[config.mk]
export PLATFORM = sky130hd
export DESIGN_NAME = gpio_bank
export DESIGN_NICKNAME = d
export VERILOG_FILES = /design/src/rtl/gpio_bank_pkg.sv /design/src/rtl/gpio_bank_ctrl.sv /design/src/rtl/gpio_bank_datapath.sv /design/src/rtl/gpio_bank.sv
export SDC_FILE = /design/constraint.sdc
export NUM_CORES = 1
export LEC_CHECK = 0
export BUFFER_PORTS_ARGS = -buffer_cell sky130_fd_sc_hd__buf_2
export CAP_MARGIN = 15
export CORE_UTILIZATION = 53
export DETAILED_ROUTE_END_ITERATION = 12
export PLACE_DENSITY = 0.85
export SYNTH_ARGS = -nofsm -noshare
export SYNTH_HDL_FRONTEND = slang
export SYNTH_SLANG_ARGS = --single-unit
export TNS_END_PERCENT = 50
[constraint.sdc]
create_clock -name clk -period 2.47 [get_ports clk]
set_input_delay 0.494 -clock clk [delete_from_list [all_inputs] [get_ports clk]]
set_output_delay 0.494 -clock clk [all_outputs]
set_load 0.01 [all_outputs]
[src/rtl/gpio_bank_pkg.sv]
package gpio_bank_pkg;

  localparam int ADDR_W = 3;

  localparam logic [ADDR_W-1:0] ADDR_MODE_IN  = 3'd0;
  localparam logic [ADDR_W-1:0] ADDR_MODE_OUT = 3'd1;
  localparam logic [ADDR_W-1:0] ADDR_LATCH    = 3'd2;
  localparam logic [ADDR_W-1:0] ADDR_CFG      = 3'd3;
  localparam logic [ADDR_W-1:0] ADDR_INPUT    = 3'd4;

  typedef enum logic [2:0] {
    RD_MODE_IN,
    RD_MODE_OUT,
    RD_LATCH,
    RD_CFG,
    RD_INPUT,
    RD_NONE
  } rdSel_e;

  typedef struct packed {
    logic   ldModeIn;
    logic   ldModeOut;
    logic   ldLatch;
    logic   ldCfg;
    rdSel_e rdSel;
  } regStrobe_t;

endpackage

[src/rtl/gpio_bank_ctrl.sv]
module gpio_bank_ctrl
  import gpio_bank_pkg::*;
(
  input  logic              clk,
  input  logic              rstN,
  input  logic              wrEn,
  input  logic [ADDR_W-1:0] wrAddr,
  input  logic [ADDR_W-1:0] rdAddr,
  output regStrobe_t        strobe
);

  always_comb begin
    strobe.ldModeIn  = wrEn && (wrAddr == ADDR_MODE_IN);
    strobe.ldModeOut = wrEn && (wrAddr == ADDR_MODE_OUT);
    strobe.ldLatch   = wrEn && (wrAddr == ADDR_LATCH);
    strobe.ldCfg     = wrEn && (wrAddr == ADDR_CFG);
    unique case (rdAddr)
      ADDR_MODE_IN:  strobe.rdSel = RD_MODE_IN;
      ADDR_MODE_OUT: strobe.rdSel = RD_MODE_OUT;
      ADDR_LATCH:    strobe.rdSel = RD_LATCH;
      ADDR_CFG:      strobe.rdSel = RD_CFG;
      ADDR_INPUT:    strobe.rdSel = RD_INPUT;
      default:       strobe.rdSel = RD_NONE;
    endcase
  end

  // a write loads one register at most, and only when wrEn is high
  assert_single_load_R2: assert property (@(posedge clk) disable iff (!rstN)
    $onehot0({strobe.ldModeIn, strobe.ldModeOut, strobe.ldLatch, strobe.ldCfg}));
  assert_no_load_idle_R2: assert property (@(posedge clk) disable iff (!rstN)
    !wrEn |-> !(strobe.ldModeIn || strobe.ldModeOut || strobe.ldLatch || strobe.ldCfg));

endmodule

[src/rtl/gpio_bank_datapath.sv]
module gpio_bank_datapath
  import gpio_bank_pkg::*;
#(
  parameter int NUM_PINS    = 8,
  parameter int SYNC_STAGES = 2
) (
  input  logic                clk,
  input  logic                rstN,
  input  regStrobe_t          strobe,
  input  logic [NUM_PINS-1:0] wrData,
  input  logic [NUM_PINS-1:0] periphOut,
  input  logic [NUM_PINS-1:0] padLevel,
  output logic [NUM_PINS-1:0] padDriveHi,
  output logic [NUM_PINS-1:0] padDriveLo,
  output logic [NUM_PINS-1:0] padPullUp,
  output logic [NUM_PINS-1:0] padRxEn,
  output logic [NUM_PINS-1:0] rdIn,
  output logic [NUM_PINS-1:0] rdData
);

  localparam int CFG_W = 2;
  localparam int CFG_PAD = NUM_PINS - CFG_W;

  logic [NUM_PINS-1:0] modeInQ;
  logic [NUM_PINS-1:0] modeOutQ;
  logic [NUM_PINS-1:0] latchQ;
  logic                pullOffQ;
  logic                routeQ;

  always_ff @(posedge clk or negedge rstN) begin
    if (!rstN) begin
      modeInQ  <= '1;
      modeOutQ <= '0;
      latchQ   <= '1;
      pullOffQ <= 1'b0;
      routeQ   <= 1'b0;
    end else begin
      if (strobe.ldModeIn)  modeInQ  <= wrData;
      if (strobe.ldModeOut) modeOutQ <= wrData;
      if (strobe.ldLatch)   latchQ   <= wrData;
      if (strobe.ldCfg) begin
        pullOffQ <= wrData[0];
        routeQ   <= wrData[1];
      end
    end
  end

  logic [NUM_PINS-1:0] outVal;
  assign outVal = routeQ ? periphOut : latchQ;

  for (genvar p = 0; p < NUM_PINS; p++) begin : g_pin
    logic isDigital;
    logic sinkLow;
    assign isDigital     = modeInQ[p];
    assign sinkLow       = isDigital & ~outVal[p];
    assign padDriveLo[p] = sinkLow;
    assign padDriveHi[p] = isDigital & modeOutQ[p] & outVal[p];
    assign padPullUp[p]  = isDigital & ~pullOffQ & ~sinkLow;
    assign padRxEn[p]    = isDigital;
  end

  logic [NUM_PINS-1:0] syncQ [SYNC_STAGES];

  for (genvar s = 0; s < SYNC_STAGES; s++) begin : g_sync
    always_ff @(posedge clk or negedge rstN) begin
      if (!rstN) begin
        syncQ[s] <= '0;
      end else if (s == 0) begin
        syncQ[s] <= padLevel & padRxEn;
      end else begin
        syncQ[s] <= syncQ[(s == 0) ? 0 : s - 1];
      end
    end
  end

  assign rdIn = syncQ[SYNC_STAGES-1] & modeInQ;

  always_comb begin
    unique case (strobe.rdSel)
      RD_MODE_IN:  rdData = modeInQ;
      RD_MODE_OUT: rdData = modeOutQ;
      RD_LATCH:    rdData = latchQ;
      RD_CFG:      rdData = {{CFG_PAD{1'b0}}, routeQ, pullOffQ};
      RD_INPUT:    rdData = rdIn;
      default:     rdData = '0;
    endcase
  end

  logic [1:0] upCnt;
  always_ff @(posedge clk or negedge rstN) begin
    if (!rstN) upCnt <= '0;
    else if (upCnt != 2'd3) upCnt <= upCnt + 2'd1;
  end

  assert_no_contention_R10: assert property (@(posedge clk) disable iff (!rstN)
    (padDriveHi & padDriveLo) == '0);
  assert_analog_quiet_R3: assert property (@(posedge clk) disable iff (!rstN)
    ((padDriveHi | padDriveLo | padPullUp | padRxEn | rdIn) & ~modeInQ) == '0);
  assert_od_no_high_R5: assert property (@(posedge clk) disable iff (!rstN)
    (padDriveHi & ~modeOutQ) == '0);
  assert_pull_release_R6: assert property (@(posedge clk) disable iff (!rstN)
    (padPullUp & padDriveLo) == '0);
  assert_pull_global_R7: assert property (@(posedge clk) disable iff (!rstN)
    pullOffQ |-> (padPullUp == '0));

  if (SYNC_STAGES == 2) begin : g_sync_chk
    assert_sync_delay_R8: assert property (@(posedge clk) disable iff (!rstN)
      (upCnt == 2'd3) |->
        (rdIn == ($past(padLevel, 2) & $past(padRxEn, 2) & modeInQ)));
  end

endmodule

[src/rtl/gpio_bank.sv]
module gpio_bank
  import gpio_bank_pkg::*;
#(
  parameter int NUM_PINS    = 8,
  parameter int SYNC_STAGES = 2
) (
  input  logic                clk,
  input  logic                rstN,
  input  logic                wrEn,
  input  logic [2:0]          wrAddr,
  input  logic [NUM_PINS-1:0] wrData,
  input  logic [2:0]          rdAddr,
  output logic [NUM_PINS-1:0] rdData,
  input  logic [NUM_PINS-1:0] periphOut,
  input  logic [NUM_PINS-1:0] padLevel,
  output logic [NUM_PINS-1:0] padDriveHi,
  output logic [NUM_PINS-1:0] padDriveLo,
  output logic [NUM_PINS-1:0] padPullUp,
  output logic [NUM_PINS-1:0] padRxEn,
  output logic [NUM_PINS-1:0] rdIn
);

  regStrobe_t strobe;

  gpio_bank_ctrl u_ctrl (
    .clk    (clk),
    .rstN   (rstN),
    .wrEn   (wrEn),
    .wrAddr (wrAddr),
    .rdAddr (rdAddr),
    .strobe (strobe)
  );

  gpio_bank_datapath #(
    .NUM_PINS    (NUM_PINS),
    .SYNC_STAGES (SYNC_STAGES)
  ) u_dp (
    .clk        (clk),
    .rstN       (rstN),
    .strobe     (strobe),
    .wrData     (wrData),
    .periphOut  (periphOut),
    .padLevel   (padLevel),
    .padDriveHi (padDriveHi),
    .padDriveLo (padDriveLo),
    .padPullUp  (padPullUp),
    .padRxEn    (padRxEn),
    .rdIn       (rdIn),
    .rdData     (rdData)
  );

endmodule

==> results of run 1 <==
## per-layer routing
layer	vias to the layer above	part of all wire, %	GRT usage, %
li1	816	-	-
met1	863	45	29.85
met2	63	47	39.29
met3	4	6.4	7.813
met4	0	0.72	8.152
met5	-	0	0
## cells by family (layout without fill, tap and decap cells)
logic type,Yosys count,in the layout
buf+inv,25,99
compound gates,16,16
simple gates,84,84
flops,42,42
mux,35,35
## stage by stage
step                      area, um^2  hold WS, ps
final                           2603        327.6
after global routing            2603        358.8
after CTS                       2603        344.4
after detailed placement        2507        334.7
after global placement          2507        331.5
after floorplan                 2148        198.4
## report_power, final
group,total [mW],internal (mW),switching (mW)
Sequential,0.983,0.855,0.128
Clock,0.458,0.225,0.233
Combinational,0.536,0.275,0.261
## layout by cell type, fill, tap and decap left out, types with 2 or more instances in the layout
cell type                  instances
sky130_fd_sc_hd__dfstp_2          16
sky130_fd_sc_hd__buf_2            80
sky130_fd_sc_hd__mux2_2           32
sky130_fd_sc_hd__clkbuf_8          6
sky130_fd_sc_hd__nand2_1          34
sky130_fd_sc_hd__nor2_1           19
sky130_fd_sc_hd__mux2i_1           2
sky130_fd_sc_hd__and2_1           16
sky130_fd_sc_hd__and3_1            8
sky130_fd_sc_hd__o21ai_0           9
sky130_fd_sc_hd__o211ai_1          6
sky130_fd_sc_hd__and4bb_2          2
sky130_fd_sc_hd__inv_1             9
sky130_fd_sc_hd__dfrtp_1          26
sky130_fd_sc_hd__buf_4             2
## registers in the layout, summed over array words and instances (netlist names)
register and flops:
u_dp.pullOffQ 1, u_dp.latchQ 8, u_dp.padRxEn 8, u_dp.syncQ 16, u_dp.routeQ 1, u_dp.modeOutQ 8
## worst max path at each step
stage / end / cells past startpoint / startpoint / slack (ps)
2_1_floorplan: rdData[2] / 4 / rdAddr[0] / 640
3_3_place_gp: rdData[1] / 6 / rdAddr[1] / 480
3_5_place_dp: rdData[1] / 6 / rdAddr[1] / 420
4_1_cts: padDriveHi[4] / 3 / u_dp.routeQ / 290
5_1_grt: padDriveHi[4] / 3 / u_dp.routeQ / 250
6_report: padDriveHi[4] / 3 / u_dp.routeQ / 300
## cell type report
| cell class | count | share of cell area (%) |
|---|---|---|
| clock buffer | 6 | 3.173 |
| clock inverter | 2 | 0.4808 |
| inverter | 9 | 1.298 |
| multi-input combinational | 135 | 35.62 |
| sequential | 42 | 41.15 |
| tap | 48 | 2.308 |
| timing repair buffer | 82 | 15.96 |
==> reports/results.md, run 1 <==
| Parameter | Reported | Unit |
|:---|:---|:---|
| Minimum setup slack in the final design | 295.2 | ps |
| Pre-Repair DR Iteration Count | 4 | - |
| Minimum setup slack among reg-to-reg paths | 1450 | ps |
| Cell chain of the critical path | mux2_2 > and3_1 > buf_2 | - |
| Outcome | completed | - |
| Largest net degree at the start of global routing | 43 | - |
| Post-DR vias/cell | 5.389 | - |
| Placeable Area | 3771 | um^2 |
| FF/Latch Area | 1071 | um^2 |
| Clock slew at the register clock pins of the worst setup and hold paths | 80 | ps |
| Layout Utilization | 69.01 | % |
| Headroom to the max-slew limit | 39.51 | % |
| Total clock buffers created by CTS | 5 | - |
| CP Buf/Inv Count | 1 | - |
| Maximum resistive drop on vdd | 0.0004426 | V |
| TritonCTS clock tree | yes | - |
| Post-Route WL | 4746 | um |
| Dominant combinational cell family by area after synthesis | simple AND/OR/NAND/NOR gates | - |
| Number of nets produced by synthesis | 235 | - |
| Setup Crit Path Kind | flop to output pin | - |
| Count of flip-flops with a built-in enable after synthesis | 0 | - |
| Latest clock arrival within the worst-skew pair | 290 | ps |
| Post-cts sizing count | 0 | - |
| Placer's final routability congestion estimate | 0.7889 | - |
| Synthesized-area fraction occupied by and/or/nand/nor cells | 19.80 | % |
| Maximum level of the CTS H-tree | 2 | - |
| Clk root buf | sky130_fd_sc_hd__clkbuf_8 | - |
| Cts hold-fix bufs | 0 | - |
| Final max-slew violation count | 0 | - |
| Top cells by area, synth | sky130_fd_sc_hd__dfrtp_1, sky130_fd_sc_hd__dfstp_2, sky130_fd_sc_hd__mux2_2, sky130_fd_sc_hd__nand2_1, sky130_fd_sc_hd__and2_1 | - |
| Master of the slowest instance on the critical path | sky130_fd_sc_hd__dfrtp_1 | - |
| Final setup violation count | 0 | - |
| Worst Reg-to-Reg Cells | 1 | - |
| Area delta synth->final | 21.14 | % |
| Final clock skew | 1.428 | ps |
| Row cnt | 22 | - |
| Global-route usage over all layers | 24.10 | % |
| Number of port buffers | 80 | - |
| Starting utilization of the core area | 56.97 | % |
| Die ar. | 4312 | um^2 |
| Primary FF master, synth | sky130_fd_sc_hd__dfrtp_1 | - |
| Non-Filler Instances | 324 | - |
| Vias in the first global route | 1686 | - |
| Synthesis warning total | 0 | - |
| Chip height | 65.67 | um |
| Leakage power figure | 1.327 | nW |
| Number of antenna repair diodes | 0 | - |
| Register area share after synthesis | 49.85 | % |
| Post-detailed-route DRC marker count | 0 | - |
| Share of the synthesized netlist area taken by xor and xnor gates | 0 | % |
| Top cells by instance count after synthesis | sky130_fd_sc_hd__nand2_1, sky130_fd_sc_hd__mux2_2, sky130_fd_sc_hd__dfrtp_1 | - |
| Share of Yosys cell area claimed by the top area cell type | 30.29 | % |
| Synth Area per Inst | 10.64 | um^2 |
| Average wire per standard cell | 14.65 | um |
| Compound-cell area share of the yosys netlist | 4.601 | % |
| Detailed-route via count | 1746 | - |
| Share of synthesized area spent on multiplexers | 18.75 | % |
| RSZ-0062 raised after global routing | false | - |
| Total number of nets in the final design | 308 | - |
| Maximum clock frequency | 0.4598 | GHz |
| Biggest area consumer among synthesized cells | sky130_fd_sc_hd__dfrtp_1 | - |
| Worst-margin pin slew | 907.4 | ps |
| Capture point of the worst reg-to-reg path | u_dp.routeQ | - |
| Die width | 65.67 | um |
| Cell family contributing the most delay on the critical path | flip-flops | - |
| Max Root-Sink Buffers | 2 | - |
| Crit. End Element | output pin | - |
| Crit path largest cell delay | 640 | ps |
| Number of synthesized register bits | 42 | - |
| Endpoint arrival time on the critical path | 1680 | ps |
| Origin of the critical flop-to-flop path | u_dp.routeQ | - |
| CTS Sinks | 42 | - |
| Pwr dens | 759.3 | nW/um^2 |
| Data required time of the critical path | 1980 | ps |
| Number of unique standard cell types used by synthesis | 23 | - |
| Post-synthesis cell count | 202 | - |
| Maximum Capacitance Violations | 0 | - |
| Min-delay worst type | input pin to asynchronous set/reset pin | - |
| Cell area after synthesis | 2148 | um^2 |
| Top Ports | 81 | - |
| Fin Setup TNS | 0 | ps |
| Peak fanout along the critical path | 10 | - |
| Number of endpoints with negative hold slack in the final report | 0 | - |
| Congestion Overflow GR | 0 | - |
| Async S/R FF share, synth | 100.0 | % |
| Wire length of the first global-routing pass | 7603 | um |
| Multi-input gate area | 927.1 | um^2 |
| Share of final-layout standard cells stronger than drive strength 1 | 51.81 | % |
| Estimated wirelength of the detail-placed design | 3467 | um |
| Most instantiated library cell after synthesis | sky130_fd_sc_hd__nand2_1 | - |
| Worst slack at placement | 424.4 | ps |
| Post-layout power | 1.976 | mW |
| Crit path launch type | flop | - |
| Layout fillers | 317 | - |
| Initial antenna violation count | 0 | - |
| Share of synthesized cell area in full adder, half adder and majority cells | 0 | % |
| Post CTS Setup Buffer Count | 0 | - |
| Shortest clock period the worst path allows after layout | 2175 | ps |
| Placed instance count | 316 | - |
| Post-route fraction of the period consumed by the critical path | 88.05 | % |
| Starting DRT DRC Count | 74 | - |
| ANT nets after route | 0 | - |
Note: power is estimated with default switching activity, not from simulation.
==> inputs of run 2 (changes only) <==
--- a/config.mk
+++ b/config.mk
@@ -7,9 +7,9 @@
 export LEC_CHECK = 0
 export BUFFER_PORTS_ARGS = -buffer_cell sky130_fd_sc_hd__buf_2
 export CAP_MARGIN = 15
-export CORE_UTILIZATION = 53
+export CORE_UTILIZATION = 35
 export DETAILED_ROUTE_END_ITERATION = 12
-export PLACE_DENSITY = 0.85
+export SLEW_MARGIN = 20
 export SYNTH_ARGS = -nofsm -noshare
 export SYNTH_HDL_FRONTEND = slang
 export SYNTH_SLANG_ARGS = --single-unit
==> reports/results.md, run 2 (same netlist as run 1, synthesis figures left out) <==
| Parameter | Reported | Unit |
|:---|:---|:---|
| Average wire per standard cell | 14.24 | um |
| Internal Pwr Total | 1.436 | mW |
| Share of final-layout standard cells stronger than drive strength 1 | 51.62 | % |
| Starting DRT DRC Count | 49 | - |
| Final clock skew | 4.196 | ps |
| Worst-margin pin slew | 913.8 | ps |
| RSZ-0062 raised after global routing | false | - |
| Multi-input gate area | 927.1 | um^2 |
| Crit. End Element | output pin | - |
| Sw Share | 29.98 | % |
| Congestion Overflow GR | 0 | - |
| Pwr dens | 771.3 | nW/um^2 |
| Flip-flop count of the largest register, all copies and words added | 16 | - |
| Global-route usage over all layers | 16.51 | % |
| Post-route cell area | 2659 | um^2 |
| Post-Route WL | 5012 | um |
| Post CTS Setup Buffer Count | 0 | - |
| Crit path launch type | flop | - |
| Final setup violation count | 0 | - |
| Placed instance count | 344 | - |
| Post-DR vias/cell | 4.764 | - |
| Min-delay worst type | input pin to asynchronous set/reset pin | - |
| Worst slack at placement | 400.2 | ps |
| Placeable Area | 5921 | um^2 |
| Sequential cell fraction of total power | 47.2 | % |
| Combinational share of power | 27.0 | % |
| Total number of nets in the final design | 309 | - |
| Vias in the first global route | 1578 | - |
| Wire length of the first global-routing pass | 7872 | um |
| Chip height | 80.35 | um |
| Layout fillers | 597 | - |
| Final max-slew violation count | 0 | - |
| Final worst hold slack | 333.5 | ps |
| TritonCTS clock tree | yes | - |
| Number of endpoints with negative hold slack in the final report | 0 | - |
| Most frequent cells in the layout | sky130_fd_sc_hd__buf_2, sky130_fd_sc_hd__nand2_1, sky130_fd_sc_hd__mux2_2, sky130_fd_sc_hd__dfrtp_1, sky130_fd_sc_hd__nor2_1 | - |
| Area delta synth->final | 23.76 | % |
| Net Sw Power | 0.6147 | mW |
| Die width | 80.35 | um |
| Maximum Capacitance Violations | 0 | - |
| Placer's final routability congestion estimate | 0.7456 | - |
| Peak fanout along the critical path | 10 | - |
| Maximum clock frequency | 0.4560 | GHz |
| Endpoint arrival time on the critical path | 1700 | ps |
| Latest clock arrival within the worst-skew pair | 290 | ps |
| Maximum level of the CTS H-tree | 2 | - |
| Row cnt | 28 | - |
| Minimum setup slack in the final design | 277.2 | ps |
| Die ar. | 6455 | um^2 |
| CTS Sinks | 42 | - |
| Outcome | completed | - |
| Most common library cell in the layout ignoring fill and taps | sky130_fd_sc_hd__buf_2 | - |
| Total cell area at the placement stage | 2549 | um^2 |
| Share of total power in the clock network | 25.8 | % |
| Leakage power figure | 1.336 | nW |
| Post-layout power | 2.051 | mW |
| ANT nets after route | 0 | - |
| Shortest clock period the worst path allows after layout | 2193 | ps |
| Clock slew at the register clock pins of the worst setup and hold paths | 80 | ps |
| Detailed-route via count | 1677 | - |
| Pre-Repair DR Iteration Count | 4 | - |
| Total clock buffers created by CTS | 5 | - |
| Non-Filler Instances | 352 | - |
| Post-cts sizing count | 0 | - |
| Register containing the most flip-flops in the final layout | u_dp.syncQ | - |
| FF/Latch Area | 1071 | um^2 |
| Fin Setup TNS | 0 | ps |
| Max Root-Sink Buffers | 2 | - |
| Post-detailed-route DRC marker count | 0 | - |
| Cts hold-fix bufs | 0 | - |
| Layout Utilization | 44.91 | % |
| Data required time of the critical path | 1980 | ps |
| Initial antenna violation count | 0 | - |
| Largest net degree at the start of global routing | 43 | - |
| Number of antenna repair diodes | 0 | - |
| Top Ports | 81 | - |
| Clk root buf | sky130_fd_sc_hd__clkbuf_8 | - |
| Maximum resistive drop on vdd | 0.0003283 | V |
| Number of port buffers | 80 | - |
| Post-route fraction of the period consumed by the critical path | 88.78 | % |
| Headroom to the max-slew limit | 39.08 | % |
| Starting utilization of the core area | 36.28 | % |
| Setup Crit Path Kind | flop to output pin | - |
| Estimated wirelength of the detail-placed design | 3759 | um |
## run 2: cell types whose count changed in the layout (fill, tap and decap cells not counted)
cell | before | now
sky130_fd_sc_hd__bufinv_16 | 0 | 1
sky130_fd_sc_hd__clkbuf_8 | 6 | 5
sky130_fd_sc_hd__clkbuf_1 | 0 | 1
sky130_fd_sc_hd__buf_4 | 2 | 3
sky130_fd_sc_hd__clkinv_2 | 1 | 0
## run 2: cell type report
type	count	area share [%]
Clock inverter	2	1.412
Clock buffer	6	2.729
Inverter	9	1.271
Tap cell	75	3.529
Sequential cell	42	40.28
Multi-Input combinational cell	135	34.87
Timing Repair Buffer	83	15.91
## run 2: critical path: stages (launching register included)
cell and delay (ps):
sky130_fd_sc_hd__dfrtp_1 570, sky130_fd_sc_hd__mux4_2 530, sky130_fd_sc_hd__inv_1 60, sky130_fd_sc_hd__o21ai_0 90
sky130_fd_sc_hd__buf_2 160
## run 2: power by group through the flow
stage	logic [mW]	registers (mW)	clock network (mW)
floorplan	0.389	0.944	0
global placement	0.557	0.983	0
detailed placement	0.560	0.984	0
CTS	0.562	0.971	0.547
global route	0.616	0.994	0.579
finish	0.553	0.969	0.529
## run 2: worst paths after layout
check | slack, ps | end | depth (start not counted) | startpoint
min | 330 | u_dp.syncQ[12] | 1 | rstN
max | 280 | rdData[1] | 4 | u_dp.routeQ
max in group asynchronous | 1560 | u_dp.syncQ[8] | 1 | rstN
min in group clk | 350 | u_dp.syncQ[6] | 0 | u_dp.syncQ[14]
min reg2reg | 350 | u_dp.syncQ[6] | 0 | u_dp.syncQ[14]
max reg2reg | 1420 | u_dp.routeQ | 1 | u_dp.routeQ
## run 2: metal layers
layer / track usage, % / routed length [um] / vias up
li1: - / - / 814
met1: 22.63 / 2415 / 793
met2: 25.42 / 2225 / 60
met3: 4.205 / 281 / 10
met4: 5.000 / 90 / 0
met5: 0 / 0 / -
